## src/rtl/eisc_pkg.sv

```systemverilog
package eisc_pkg;

    localparam int BUS_AW = 2;

    typedef enum logic [1:0] {
        SENSE_LOW  = 2'b00,
        SENSE_ANY  = 2'b01,
        SENSE_FALL = 2'b10,
        SENSE_RISE = 2'b11
    } sense_e;

    typedef enum logic {
        CH_IDLE = 1'b0,
        CH_HELD = 1'b1
    } ch_state_e;

endpackage

```

## src/rtl/eisc_sync.sv

```systemverilog
module eisc_sync #(
    parameter int WIDTH  = 8,
    parameter int STAGES = 2
) (
    input  logic             clk,
    input  logic             rst_n,
    input  logic [WIDTH-1:0] d_i,
    output logic [WIDTH-1:0] q_o
);
    logic [WIDTH-1:0] stg_q [STAGES];

    always_ff @(posedge clk or negedge rst_n) begin
        if (!rst_n) begin
            for (int i = 0; i < STAGES; i++) stg_q[i] <= '0;
        end else begin
            stg_q[0] <= d_i;
            for (int i = 1; i < STAGES; i++) stg_q[i] <= stg_q[i-1];
        end
    end

    assign q_o = stg_q[STAGES-1];
endmodule

```

## src/rtl/eisc_channel.sv

```systemverilog
module eisc_channel (
    input  logic            clk,
    input  logic            rst_n,
    input  logic            smp_i,
    input  eisc_pkg::sense_e mode_i,
    input  logic            clr_i,
    output logic            evt_o,
    output logic            lvl_o,
    output logic            flag_o
);
    import eisc_pkg::*;

    ch_state_e state_q, state_d;
    logic      prev_q;
    logic      rise, fall;

    // previous sample tracks every clock, enabled or not
    always_ff @(posedge clk or negedge rst_n) begin
        if (!rst_n) prev_q <= 1'b0;
        else        prev_q <= smp_i;
    end

    assign rise = smp_i & ~prev_q;
    assign fall = ~smp_i & prev_q;

    always_comb begin
        unique case (mode_i)
            SENSE_LOW:  evt_o = 1'b0;
            SENSE_ANY:  evt_o = rise | fall;
            SENSE_FALL: evt_o = fall;
            SENSE_RISE: evt_o = rise;
            default:    evt_o = 1'b0;
        endcase
    end

    assign lvl_o = (mode_i == SENSE_LOW) & ~smp_i;

    // state register
    always_ff @(posedge clk or negedge rst_n) begin
        if (!rst_n) state_q <= CH_IDLE;
        else        state_q <= state_d;
    end

    // transitions: T_CAPTURE, T_RELEASE, T_FLUSH
    always_comb begin
        state_d = state_q;
        unique case (state_q)
            CH_IDLE: if (evt_o) state_d = CH_HELD;
            CH_HELD: begin
                if (evt_o)                        state_d = CH_HELD;
                else if (mode_i == SENSE_LOW)     state_d = CH_IDLE;
                else if (clr_i)                   state_d = CH_IDLE;
            end
            default: state_d = CH_IDLE;
        endcase
    end

    // outputs
    always_comb begin
        unique case (state_q)
            CH_HELD: flag_o = 1'b1;
            default: flag_o = 1'b0;
        endcase
    end
endmodule

```

## src/rtl/eisc_regs.sv

```systemverilog
module eisc_regs #(
    parameter int NUM_CH = 8
) (
    input  logic                          clk,
    input  logic                          rst_n,
    input  logic [eisc_pkg::BUS_AW-1:0]   addr_i,
    input  logic                          we_i,
    input  logic [NUM_CH-1:0]             wdata_i,
    input  logic [NUM_CH-1:0]             flags_i,
    output logic [2*NUM_CH-1:0]           mode_o,
    output logic [NUM_CH-1:0]             en_o,
    output logic [NUM_CH-1:0]             clr_o,
    output logic [NUM_CH-1:0]             rdata_o
);
    import eisc_pkg::*;

    localparam int DATA_W    = NUM_CH;
    localparam int MODE_REGS = 2;
    localparam logic [BUS_AW-1:0] A_EN   = BUS_AW'(MODE_REGS);
    localparam logic [BUS_AW-1:0] A_FLAG = BUS_AW'(MODE_REGS + 1);

    logic [2*NUM_CH-1:0] mode_q;
    logic [NUM_CH-1:0]   en_q;

    always_ff @(posedge clk or negedge rst_n) begin
        if (!rst_n) begin
            mode_q <= '0;
            en_q   <= '0;
        end else if (we_i) begin
            for (int k = 0; k < MODE_REGS; k++) begin
                if (addr_i == BUS_AW'(k)) mode_q[k*DATA_W +: DATA_W] <= wdata_i;
            end
            if (addr_i == A_EN) en_q <= wdata_i;
        end
    end

    assign clr_o  = (we_i && addr_i == A_FLAG) ? wdata_i : '0;
    assign mode_o = mode_q;
    assign en_o   = en_q;

    always_comb begin
        rdata_o = '0;
        for (int k = 0; k < MODE_REGS; k++) begin
            if (addr_i == BUS_AW'(k)) rdata_o = mode_q[k*DATA_W +: DATA_W];
        end
        if (addr_i == A_EN)   rdata_o = en_q;
        if (addr_i == A_FLAG) rdata_o = flags_i;
    end
endmodule

```

## src/rtl/ext_irq_sense.sv

```systemverilog
module ext_irq_sense #(
    parameter int NUM_CH      = 8,
    parameter int SYNC_STAGES = 2
) (
    input  logic                        clk,
    input  logic                        rst_n,
    input  logic [NUM_CH-1:0]           pin_i,
    input  logic                        glb_ie_i,
    input  logic [NUM_CH-1:0]           ack_i,
    input  logic [eisc_pkg::BUS_AW-1:0] bus_addr_i,
    input  logic                        bus_we_i,
    input  logic [NUM_CH-1:0]           bus_wdata_i,
    output logic [NUM_CH-1:0]           bus_rdata_o,
    output logic [NUM_CH-1:0]           pending_o,
    output logic                        irq_o
);
    import eisc_pkg::*;

    logic [NUM_CH-1:0]   sync_q;
    logic [2*NUM_CH-1:0] mode_q;
    logic [NUM_CH-1:0]   en_q;
    logic [NUM_CH-1:0]   clr_wr;
    logic [NUM_CH-1:0]   evt_v;
    logic [NUM_CH-1:0]   lvl_v;
    logic [NUM_CH-1:0]   lvl_mode_v;
    logic [NUM_CH-1:0]   flag_v;

    eisc_sync #(.WIDTH(NUM_CH), .STAGES(SYNC_STAGES)) u_sync (
        .clk   (clk),
        .rst_n (rst_n),
        .d_i   (pin_i),
        .q_o   (sync_q)
    );

    eisc_regs #(.NUM_CH(NUM_CH)) u_regs (
        .clk     (clk),
        .rst_n   (rst_n),
        .addr_i  (bus_addr_i),
        .we_i    (bus_we_i),
        .wdata_i (bus_wdata_i),
        .flags_i (flag_v),
        .mode_o  (mode_q),
        .en_o    (en_q),
        .clr_o   (clr_wr),
        .rdata_o (bus_rdata_o)
    );

    for (genvar n = 0; n < NUM_CH; n++) begin : g_ch
        sense_e ch_mode;
        assign ch_mode       = sense_e'(mode_q[2*n +: 2]);
        assign lvl_mode_v[n] = (ch_mode == SENSE_LOW);

        eisc_channel u_ch (
            .clk    (clk),
            .rst_n  (rst_n),
            .smp_i  (sync_q[n]),
            .mode_i (ch_mode),
            .clr_i  (clr_wr[n] | ack_i[n]),
            .evt_o  (evt_v[n]),
            .lvl_o  (lvl_v[n]),
            .flag_o (flag_v[n])
        );
    end

    assign pending_o = en_q & {NUM_CH{glb_ie_i}} & (lvl_v | flag_v);
    assign irq_o     = |pending_o;
endmodule

```

## config.mk

```make
export PLATFORM = sky130hd
export DESIGN_NAME = ext_irq_sense
export DESIGN_NICKNAME = d
export VERILOG_FILES = /design/src/rtl/eisc_pkg.sv /design/src/rtl/eisc_sync.sv /design/src/rtl/eisc_channel.sv /design/src/rtl/eisc_regs.sv /design/src/rtl/ext_irq_sense.sv
export SDC_FILE = /design/constraint.sdc
export NUM_CORES = 1
export LEC_CHECK = 0
export ABC_CLOCK_PERIOD_IN_PS = 2050
export BUFFER_PORTS_ARGS = -buffer_cell sky130_fd_sc_hd__buf_2
export CORE_ASPECT_RATIO = 0.75
export CORE_MARGIN = 2
export CORE_UTILIZATION = 45
export CTS_BUF_LIST = sky130_fd_sc_hd__clkbuf_4
export DETAILED_ROUTE_END_ITERATION = 10
export PLACE_DENSITY = 0.63
export SYNTH_ARGS = -nofsm -noshare
export SYNTH_HDL_FRONTEND = slang
export SYNTH_SLANG_ARGS = --single-unit
```

## constraint.sdc

```tcl
create_clock -name clk -period 2.05 [get_ports clk]
set_input_delay 0.205 -clock clk [delete_from_list [all_inputs] [get_ports clk]]
set_output_delay 0.205 -clock clk [all_outputs]
set_load 0.03 [all_outputs]
```

==> results of run 1 <==
[Yosys cell counts (all sizes together)]
master	count	area share
a221o	2	0.0073
o2111ai	2	0.0064
nor3	2	0.0036
ha	16	0.073
a21oi	8	0.015
or3	6	0.014
a211o	4	0.013
inv	24	0.033
nand2	11	0.015
o21ai	2	0.0036
o211a	4	0.015
nor2	8	0.011
nand3b	2	0.0082
mux2	30	0.12
nor4	2	0.0045
a2111oi	6	0.046
dfrtp	56	0.51
nor3b	5	0.018
and3	1	0.0023
clkbuf	2	0.0064
buf	2	0.0082
mux4	8	0.068
[stage by stage]
step | utilization | instances | hold slack (ns)
after floorplan | - | 203 | -0.0906
after global placement | 0.528 | 328 | 0.258
after detailed placement | 0.528 | 328 | 0.267
after CTS | 0.554 | 344 | 0.0962
after global routing | 0.572 | 353 | 0.0930
final | 0.572 | 353 | 0.104
[final cells by class]
| cell class | count | area share |
|---|---|---|
| Clock buffer | 5 | 0.0112 |
| Clock inverter | 2 | 0.00224 |
| Inverter | 24 | 0.0269 |
| Multi-Input combinational cell | 119 | 0.378 |
| Sequential cell | 56 | 0.421 |
| Tap cell | 78 | 0.0291 |
| Timing Repair Buffer | 69 | 0.131 |
[cell families after synthesis]
kind of cell	share of synthesized area
flops	0.508
mux	0.191
simple gates	0.0758
compound gates	0.105
buf+inv	0.0472
fa+ha+maj	0.0726
[report_power, final]
| part | switching, uW | internal, uW | leakage, uW | total (uW) |
|---|---|---|---|---|
| registers | 149 | 1270 | 0.000656 | 1420 |
| clock network | 337 | 121 | 0.0000261 | 458 |
| logic | 446 | 404 | 0.000928 | 850 |
[flip-flops by register name (all words and copies together) (netlist names)]
name and cells:
u_regs.mode_o 16, g_ch.u_ch.prev_q 8, u_regs.en_o 8, u_sync.stg_q 8, u_sync.q_o 8, g_ch.u_ch.state_q 8
[layout by cell type (no fill, tap or decap)]
cell type and n:
dfrtp_1 49, buf_2 45, mux2_2 30, inv_1 24, ha_1 16, buf_4 13
nand2_1 11, dlygate4sd3_1 9, nor2_1 8, dfrtp_2 7, mux4_2 6, or3_1 6
clkbuf_4 6, o211a_1 4, a21oi_2 4, nor3b_1 4, a211o_1 4, a21oi_1 3
a2111oi_4 3, a2111oi_2 3, mux4_1 2, nor3_1 2, a221o_1 2, o2111ai_1 2
o21ai_0 2, nand3b_2 2, clkinv_1 2, a21oi_4 1, and3_1 1, nor4_4 1
nor4_1 1, nor3b_4 1, buf_12 1
[how the worst min path moves through the flow]
stage	cells after the start	end	startpoint
2_1_floorplan	0	g_ch[0].u_ch.prev_q	rst_n
3_3_place_gp	1	u_sync.stg_q[13]	rst_n
3_5_place_dp	1	u_sync.stg_q[13]	rst_n
4_1_cts	2	u_regs.mode_o[14]	bus_wdata_i[6]
5_1_grt	2	u_regs.mode_o[14]	bus_wdata_i[6]
6_report	2	u_regs.mode_o[10]	bus_wdata_i[2]
[what timing repair did]
item,CTS,global route
buffers inserted,0,9
setup endpoints to repair,1,1
resized for setup,4,12
hold buffers,9,0
pin swaps,0,4
hold endpoints to repair,34,0
[metal layers]
| layer | part of all wire | vias up |
|---|---|---|
| met1 | 0.48 | 928 |
| met2 | 0.47 | 33 |
| met5 | 0 | - |
| met4 | 0.0059 | 0 |
| li1 | - | 880 |
| met3 | 0.043 | 5 |
==> results.md, run 1 <==
* Status: finished, final reports clean
* Aggregate global routing overflow at 0
* Synth Instances at 203
* GPL Wtd Cong at 0.777
* Worst VDD drop at 0.351 mV
* Final setup TNS at 0 ns
* DRT iter0 DRCs at 51
* Row count at 24
* Design area at 3350 um^2
* Clk buf depth at 2
* Vias in the first global route at 1,766
* H-tree depth at 2
* Max-slew headroom at 0.580
* CP cell instances: or3_1 > a21oi_2 > nor4_1 > nand2_1 > clkbuf_4
* Crit path depth at 5
* Drt first pass iters at 4
* First-pass GRT wire length at 9.09 mm
* Post-Route Skew at 0.0140 ns
* Critical path origin: u_regs.mode_o[11]
* Crit path capture type: output pin
* Reg2reg path depth at 4
* Register bit count reported by yosys at 56
* Met1 global-route usage at 0.278
* Final period util at 0.973
* Met2 usage at 0.266
* Final wirelength at 5.75 mm
* Slowest Stage Delay on Critical Path at 0.47 ns
* Avg Vias per Cell at 5.23
* Worst hold path class: in2reg
* Total GRT Usage at 0.180
* Synth unique cells at 26
* Startpoint Class: register
* Global Route met3 Usage at 0.0379
* Root buf cell: clkbuf_4
* Final setup fails at 0
* DP HPWL at 4.04 mm
* CORE AREA at 5860 um^2
* WP data arrival at 1.79 ns
* Pre-CTS WS at 0.388 ns
* Max stage delay cell, worst path: dfrtp_2
* Setup ws final at 0.0545 ns
* Reg-to-reg endpoint: g_ch[7].u_ch.state_q
* Fillers at 521
* Multi-input gate area at 1270 um^2
* FMAX at 501 MHz
* FF+latch area at 1410 um^2
* Antenna violations before repair at 0
* Power Total at 2720 uW
* P_leak at 0.00161 uW
* Top Usage Layer GRT: met1
* Worst slew pin tran at 0.631 ns
* Syn Std Cell Area at 2760 um^2
* Die height at 71.8 um
* Largest net degree at the start of global routing at 31
* PortBufs at 46
* R2r startpoint: u_sync.q_o[7]
* DRC at 0
* Wirelength per Cell at 16.3 um
* CTS tree: built
* Routed vias at 1,846
* Final worst path period need at 2.00 ns
* Reg2reg setup slack at 0.68 ns
* Crit Path Category: reg2out
* Buf/Inv on CP at 1
* Critical path endpoint: irq_o
* # IOs at 47
* Yosys warning count at 0
* Avg Cell Area, Syn at 13.6 um^2
* Ant diodes at 0
* Post-synthesis sequential area ratio at 0.508
* Delay-heaviest family, CP: simple AND/OR/NAND/NOR gates
* Die Wd at 94.4 um
* Final antenna-violating net count at 0
* Area grow syn2layout at 21.5%
* Share of layout cells above drive strength 1 at 0.447
* Initial Util at 0.471
* Total CTS buffers at 5
* CTS clock-pin slew for the worst setup and hold paths at 0.16 ns
* Final net count at 321
* Clock sink count at 56
* Max-cap violation count at 0
* Worst-skew pair later-pin latency at 0.37 ns
* Power Density at 813 nW/um^2
* Total nets after synthesis at 249
* Die ar. at 6770 um^2
* Final Max Slew Viols at 0
* Final hold violations at 0
* Crit path max fanout at 6
* Placed Area at 3090 um^2
* CP required at 1.85 ns
No activity file was read; power rests on OpenSTA's default activity.
==> inputs of run 2 (changes only) <==
--- a/config.mk
+++ b/config.mk
@@ -5,6 +5,7 @@
 export SDC_FILE = /design/constraint.sdc
 export NUM_CORES = 1
 export LEC_CHECK = 0
+export ABC_AREA = 1
 export ABC_CLOCK_PERIOD_IN_PS = 2050
 export BUFFER_PORTS_ARGS = -buffer_cell sky130_fd_sc_hd__buf_2
 export CORE_ASPECT_RATIO = 0.75
==> results.md, run 2 <==
* Final hold violations at 0
* Area grow syn2layout at 16.4%
* Antenna violations before repair at 0
* Setup ws final at 0.190 ns
* Crit Path Category: reg2out
* Status: finished, final reports clean
* Syn Std Cell Area at 2780 um^2
* Unrepaired setup endpoints after global routing: no
* Post-Route Skew at 0.0153 ns
* Critical path endpoint: irq_o
* DRC at 0
* Final period util at 0.907
* Final net count at 437
* Total nets after synthesis at 377
* Fillers at 597
* Power Total at 2490 uW
* CORE AREA at 5890 um^2
* Comb pwr share at 0.263
* Async set-reset flop share out of synthesis at 1.00
* Drt first pass iters at 4
* Avg Vias per Cell at 4.75
* Top_reg_cell synth: dfrtp_1
* Aggregate global routing overflow at 0
* Top cell type's share of synthesized area at 0.504
* WP data arrival at 1.65 ns
* EDFF count, synth at 0
* Wirelength per Cell at 13.2 um
* Post-synthesis sequential area ratio at 0.504
* Met1 wire length at 3.12 mm
* Share of layout cells above drive strength 1 at 0.186
* Reg-to-reg endpoint: g_ch[5].u_ch.state_q
* CTS tree: built
* Routed wl met2 at 2.59 mm
* R2r startpoint: u_sync.q_o[5]
* Final Max Slew Viols at 0
* Clock power share at 0.192
* Clock sink count at 56
* Final setup TNS at 0 ns
* Reg2reg setup slack at 0.93 ns
* Cell with the most instances after synthesis: nand2_1
* GPL Wtd Cong at 0.835
* Critical path origin: u_regs.mode_o[4]
* Yosys warning count at 0
* Hold-fix buffers at CTS at 9
* Reg2reg path depth at 4
* Die ar. at 6830 um^2
* Avg Cell Area, Syn at 8.40 um^2
* Register bit count reported by yosys at 56
* CTS clock-pin slew for the worst setup and hold paths at 0.16 ns
* Sw Ratio at 0.357
* Post-cts sizing count at 0
* Area leader, netlist: dfrtp_1
* Worst slew pin tran at 0.610 ns
* Final worst path period need at 1.86 ns
* Total CTS buffers at 5
* Synth unique cells at 20
* Util after Layout at 0.550
* H-tree depth at 2
* Area contributors post-synth: dfrtp_1 50%, nand2_1 13%, inv_1 8.5%
* Final antenna-violating net count at 0
* Final wirelength at 6.22 mm
* CP required at 1.85 ns
* Largest net degree at the start of global routing at 28
* Max-cap violation count at 0
* DRT iter0 DRCs at 146
* P_leak at 0.00182 uW
* Max-slew headroom at 0.593
* Ant diodes at 0
* Startpoint Class: register
* Clk buf depth at 2
* PortBufs at 46
* Worst-skew pair later-pin latency at 0.38 ns
* DR WL met3 at 426 um
* Crit path max fanout at 5
* Most frequent cells in the layout: 93 x nand2_1, 63 x inv_1, 56 x dfrtp_1
* Total GRT Usage at 0.199
* DP HPWL at 4.75 mm
* Seq pwr share at 0.545
* Synth top cells by count: 93 x nand2_1, 63 x inv_1, 56 x dfrtp_1, 27 x o21ai_0, 16 x ha_1
* Pre-CTS WS at 0.646 ns
* FMAX at 538 MHz
* First-pass GRT wire length at 10.5 mm
* Routed vias at 2,234
* Synth Instances at 331
* Final setup fails at 0
* Row count at 24
* Int Power at 1600 uW
* Top Metal Used: met4
* Vias in the first global route at 2,165
* Power Density at 770 nW/um^2
* Worst VDD drop at 0.400 mV
* Postcts setup bufs at 0
* # IOs at 47
* Root buf cell: clkbuf_4
* Switch Pwr at 890 uW
* Die Wd at 94.8 um
* Die height at 72.1 um
* Worst hold path class: in2reg
* Largest register FFs at 16
* Crit path capture type: output pin
* Commonest non-fill, non-tap cell in the layout: nand2_1
* Initial Util at 0.472
[run 2: changes by cell type in the layout (fill, tap and decap cells not counted), sizes merged, moves of 5 or more]
| cell | delta |
|---|---|
| nand2 | +87 |
| inv | +42 |
| o21ai | +42 |
| mux2 | -30 |
| buf | -11 |
| nand3 | +10 |
| mux4 | -8 |
| a21oi | +7 |
| a2111oi | -6 |
| or3 | -6 |
| nor3b | -5 |
[run 2: area by class of cell]
class | count | area, um^2 | share of cell area
multi-input combinational | 206 | 1100 | 0.341
inverter | 65 | 244 | 0.0754
clock buffer | 5 | 37.5 | 0.0116
tap | 78 | 97.6 | 0.0302
sequential | 56 | 1400 | 0.433
clock inverter | 3 | 17.5 | 0.00541
timing repair buffer | 57 | 335 | 0.104
[run 2: logic make-up (layout without fill, tap and decap cells)]
logic type | Yosys count | in the layout | synth area share
adder cells (fa/ha/maj) | 16 | 16 | 0.0720
AO/OA/AOI/OAI | 67 | 67 | 0.140
buffers and inverters | 69 | 130 | 0.0990
AND/OR/NAND/NOR | 123 | 123 | 0.185
flip-flops | 56 | 56 | 0.504
[run 2: critical path, cell delays in order (launching register included)]
cell and delay [ns]:
dfrtp_1 0.52, inv_1 0.09, nand3_1 0.08, nand2_1 0.06, nand2_1 0.09, nand2_1 0.06
nor2_1 0.12, nand2_1 0.08, buf_2 0.18
[run 2: per-stage QoR]
step | instances | hold WS, ns | instance area [um^2]
global route | 470 | 0.0498 | 3240
detailed placement | 453 | 0.251 | 3090
finish | 470 | 0.0582 | 3240
CTS | 470 | 0.0506 | 3240
global placement | 453 | 0.254 | 3090
floorplan | 331 | -0.0906 | 2780
[run 2: how the worst min path moves through the flow]
stage                        start                   end  slack [ns]  cells past startpoint
final                     ack_i[1]  g_ch[1].u_ch.state_q        0.06                      4
after global placement       rst_n         u_sync.q_o[4]        0.25                      1
after detailed placement     rst_n         u_sync.q_o[4]        0.25                      1
after floorplan              rst_n   g_ch[0].u_ch.prev_q       -0.09                      0
after CTS                 ack_i[4]  g_ch[4].u_ch.state_q        0.05                      4
after global routing      ack_i[6]  g_ch[6].u_ch.state_q        0.05                      4
[run 2: power by group through the flow]
stage / sequential [uW] / clock, uW / combinational, uW
3_5_place_dp: 1380 / 0 / 646
2_1_floorplan: 1340 / 0 / 454
4_1_cts: 1350 / 503 / 662
6_report: 1360 / 478 / 656
3_3_place_gp: 1370 / 0 / 640
5_1_grt: 1380 / 539 / 749
[run 2: routing by layer]
metal / vias to the layer above / global-route usage
li1: 1154 / -
met4: 0 / 0.0515
met1: 1001 / 0.306
met3: 9 / 0.0363
met5: - / 0
met2: 70 / 0.292
==> inputs of run 3 (changes only) <==
--- a/config.mk
+++ b/config.mk
@@ -8,12 +8,14 @@
 export ABC_AREA = 1
 export ABC_CLOCK_PERIOD_IN_PS = 2050
 export BUFFER_PORTS_ARGS = -buffer_cell sky130_fd_sc_hd__buf_2
+export CELL_PAD_IN_SITES_DETAIL_PLACEMENT = 1
+export CELL_PAD_IN_SITES_GLOBAL_PLACEMENT = 2
 export CORE_ASPECT_RATIO = 0.75
 export CORE_MARGIN = 2
-export CORE_UTILIZATION = 45
+export CORE_UTILIZATION = 37
 export CTS_BUF_LIST = sky130_fd_sc_hd__clkbuf_4
 export DETAILED_ROUTE_END_ITERATION = 10
-export PLACE_DENSITY = 0.63
+export PLACE_DENSITY = 0.84
 export SYNTH_ARGS = -nofsm -noshare
 export SYNTH_HDL_FRONTEND = slang
 export SYNTH_SLANG_ARGS = --single-unit
==> results.md, run 3 (same netlist as run 2, synthesis figures left out) <==
* Final wirelength at 6.89 mm
* PortBufs at 46
* Final antenna-violating net count at 0
* WP data arrival at 1.62 ns
* Die ar. at 8230 um^2
* Max-slew headroom at 0.736
* Clock sink count at 56
* Worst hold slack at 0.0474 ns
* Largest net degree at the start of global routing at 57
* GPL Wtd Cong at 0.735
* Reg-to-reg endpoint: g_ch[5].u_ch.state_q
* Max-cap violation count at 0
* R2r startpoint: g_ch[5].u_ch.prev_q
* Filler-free cell count of the finished design at 492
* Aggregate global routing overflow at 0
* Drt first pass iters at 4
* # IOs at 47
* FF+latch area at 1400 um^2
* Power Density at 770 nW/um^2
* Final setup TNS at 0 ns
* Routed vias at 2,316
* Multi-input gate area at 1100 um^2
* Worst slew pin tran at 0.395 ns
* Worst VDD drop at 0.289 mV
* Worst Hold End: g_ch[4].u_ch.state_q
* Final worst path period need at 1.82 ns
* Unrepaired setup endpoints after global routing: no
* Design area at 3270 um^2
* Hold_sp: ack_i[4]
* Clk buf depth at 2
* Crit path max fanout at 6
* Wirelength per Cell at 14.0 um
* Final Max Slew Viols at 0
* Final hold violations at 0
* Worst hold stages at 4
* Ant diodes at 0
* Commonest non-fill, non-tap cell in the layout: nand2_1
* FMAX at 549 MHz
* DRC at 0
* Final setup fails at 0
* Die height at 79.1 um
* Crit Path Category: reg2out
* Root buf cell: clkbuf_4
* Row count at 27
* Crit path capture type: output pin
* Avg Vias per Cell at 4.71
* Most frequent cells in the layout: 93 x nand2_1, 63 x inv_1, 56 x dfrtp_1
* CORE AREA at 7300 um^2
* Area grow syn2layout at 17.7%
* Fillers at 923
* CTS clock-pin slew for the worst setup and hold paths at 0.16 ns
* Share of layout cells above drive strength 1 at 0.184
* CP required at 1.85 ns
* CTS tree: built
* Die Wd at 104 um
* P_leak at 0.00182 uW
* DP HPWL at 5.19 mm
* Initial Util at 0.381
* Largest register FFs at 16
* Final net count at 436
* Startpoint Class: register
* First-pass GRT wire length at 11.7 mm
* Vias in the first global route at 2,377
* Worst hold path class: in2reg
* Reg2reg setup slack at 0.88 ns
* H-tree depth at 2
* Final period util at 0.888
* Worst-skew pair later-pin latency at 0.38 ns
* Post-cts sizing count at 0
* Total GRT Usage at 0.184
* Post-Route Skew at 0.0126 ns
* Reg2reg path depth at 5
* Status: finished, final reports clean
* Total CTS buffers at 5
* Placed cells at 475
* DRT iter0 DRCs at 89
* Antenna violations before repair at 0
* Placed Area at 3130 um^2
==> run 3: cell types whose count changed in the layout (fill, tap and decap cells not counted), sizes merged <==
cell,delta
clkbuf,+2
buf,-1
clkinv,-1
inv,-1
==> run 3: repair_timing <==
item / CTS / global route
endpoints found under the hold margin: 64 / 0
endpoints found under the setup margin: 0 / 0
buffers inserted: 0 / 0
hold buffers: 9 / 0
==> run 3: area by class of cell <==
type                            instances  area share
Clock buffer                            7      0.0161
Inverter                               65      0.0746
Clock inverter                          1     0.00115
Sequential cell                        56       0.428
Multi-Input combinational cell        206       0.337
Timing Repair Buffer                   56       0.104
Tap cell                              101      0.0386
==> run 3: power breakdown <==
group	internal (uW)	total [uW]	leakage (uW)	switching, uW
Sequential	1240	1350	0.000682	114
Clock	160	500	0.0000338	341
Combinational	229	663	0.00110	433
==> run 3: critical path: stages, from the launching register on <==
cell	delay, ns
dfrtp_1	0.47
nor2_1	0.15
nand2_1	0.07
nand2_1	0.07
nand2_1	0.08
nand2_1	0.09
nor2_1	0.07
nand2_1	0.06
buf_2	0.18
==> run 3: layer usage <==
layer	vias up	wire (um)	track usage
li1	1150	-	-
met1	1115	3460	0.256
met2	44	3030	0.291
met3	7	310	0.0337
met4	0	85	0.0608
met5	-	0	0
==> run 3: through the flow <==
step	total power (uW)	utilization	setup slack, ns
after detailed placement	2040	0.428	0.615
after floorplan	1800	-	0.785
after global routing	2700	0.448	0.0540
after global placement	2020	0.428	0.616
after CTS	2560	0.448	0.178
final	2520	0.448	0.229
==> run 3: how the worst max path moves through the flow <==
stage	slack (ns)	depth (start not counted)	endpoint	startpoint
floorplan	0.79	2	bus_rdata_o[2]	g_ch[2].u_ch.state_q
global placement	0.62	7	bus_rdata_o[4]	bus_addr_i[1]
CTS	0.18	8	irq_o	u_regs.mode_o[2]
finish	0.23	8	irq_o	u_regs.mode_o[2]
global route	0.05	8	irq_o	u_regs.mode_o[3]
detailed placement	0.61	7	bus_rdata_o[4]	bus_addr_i[1]
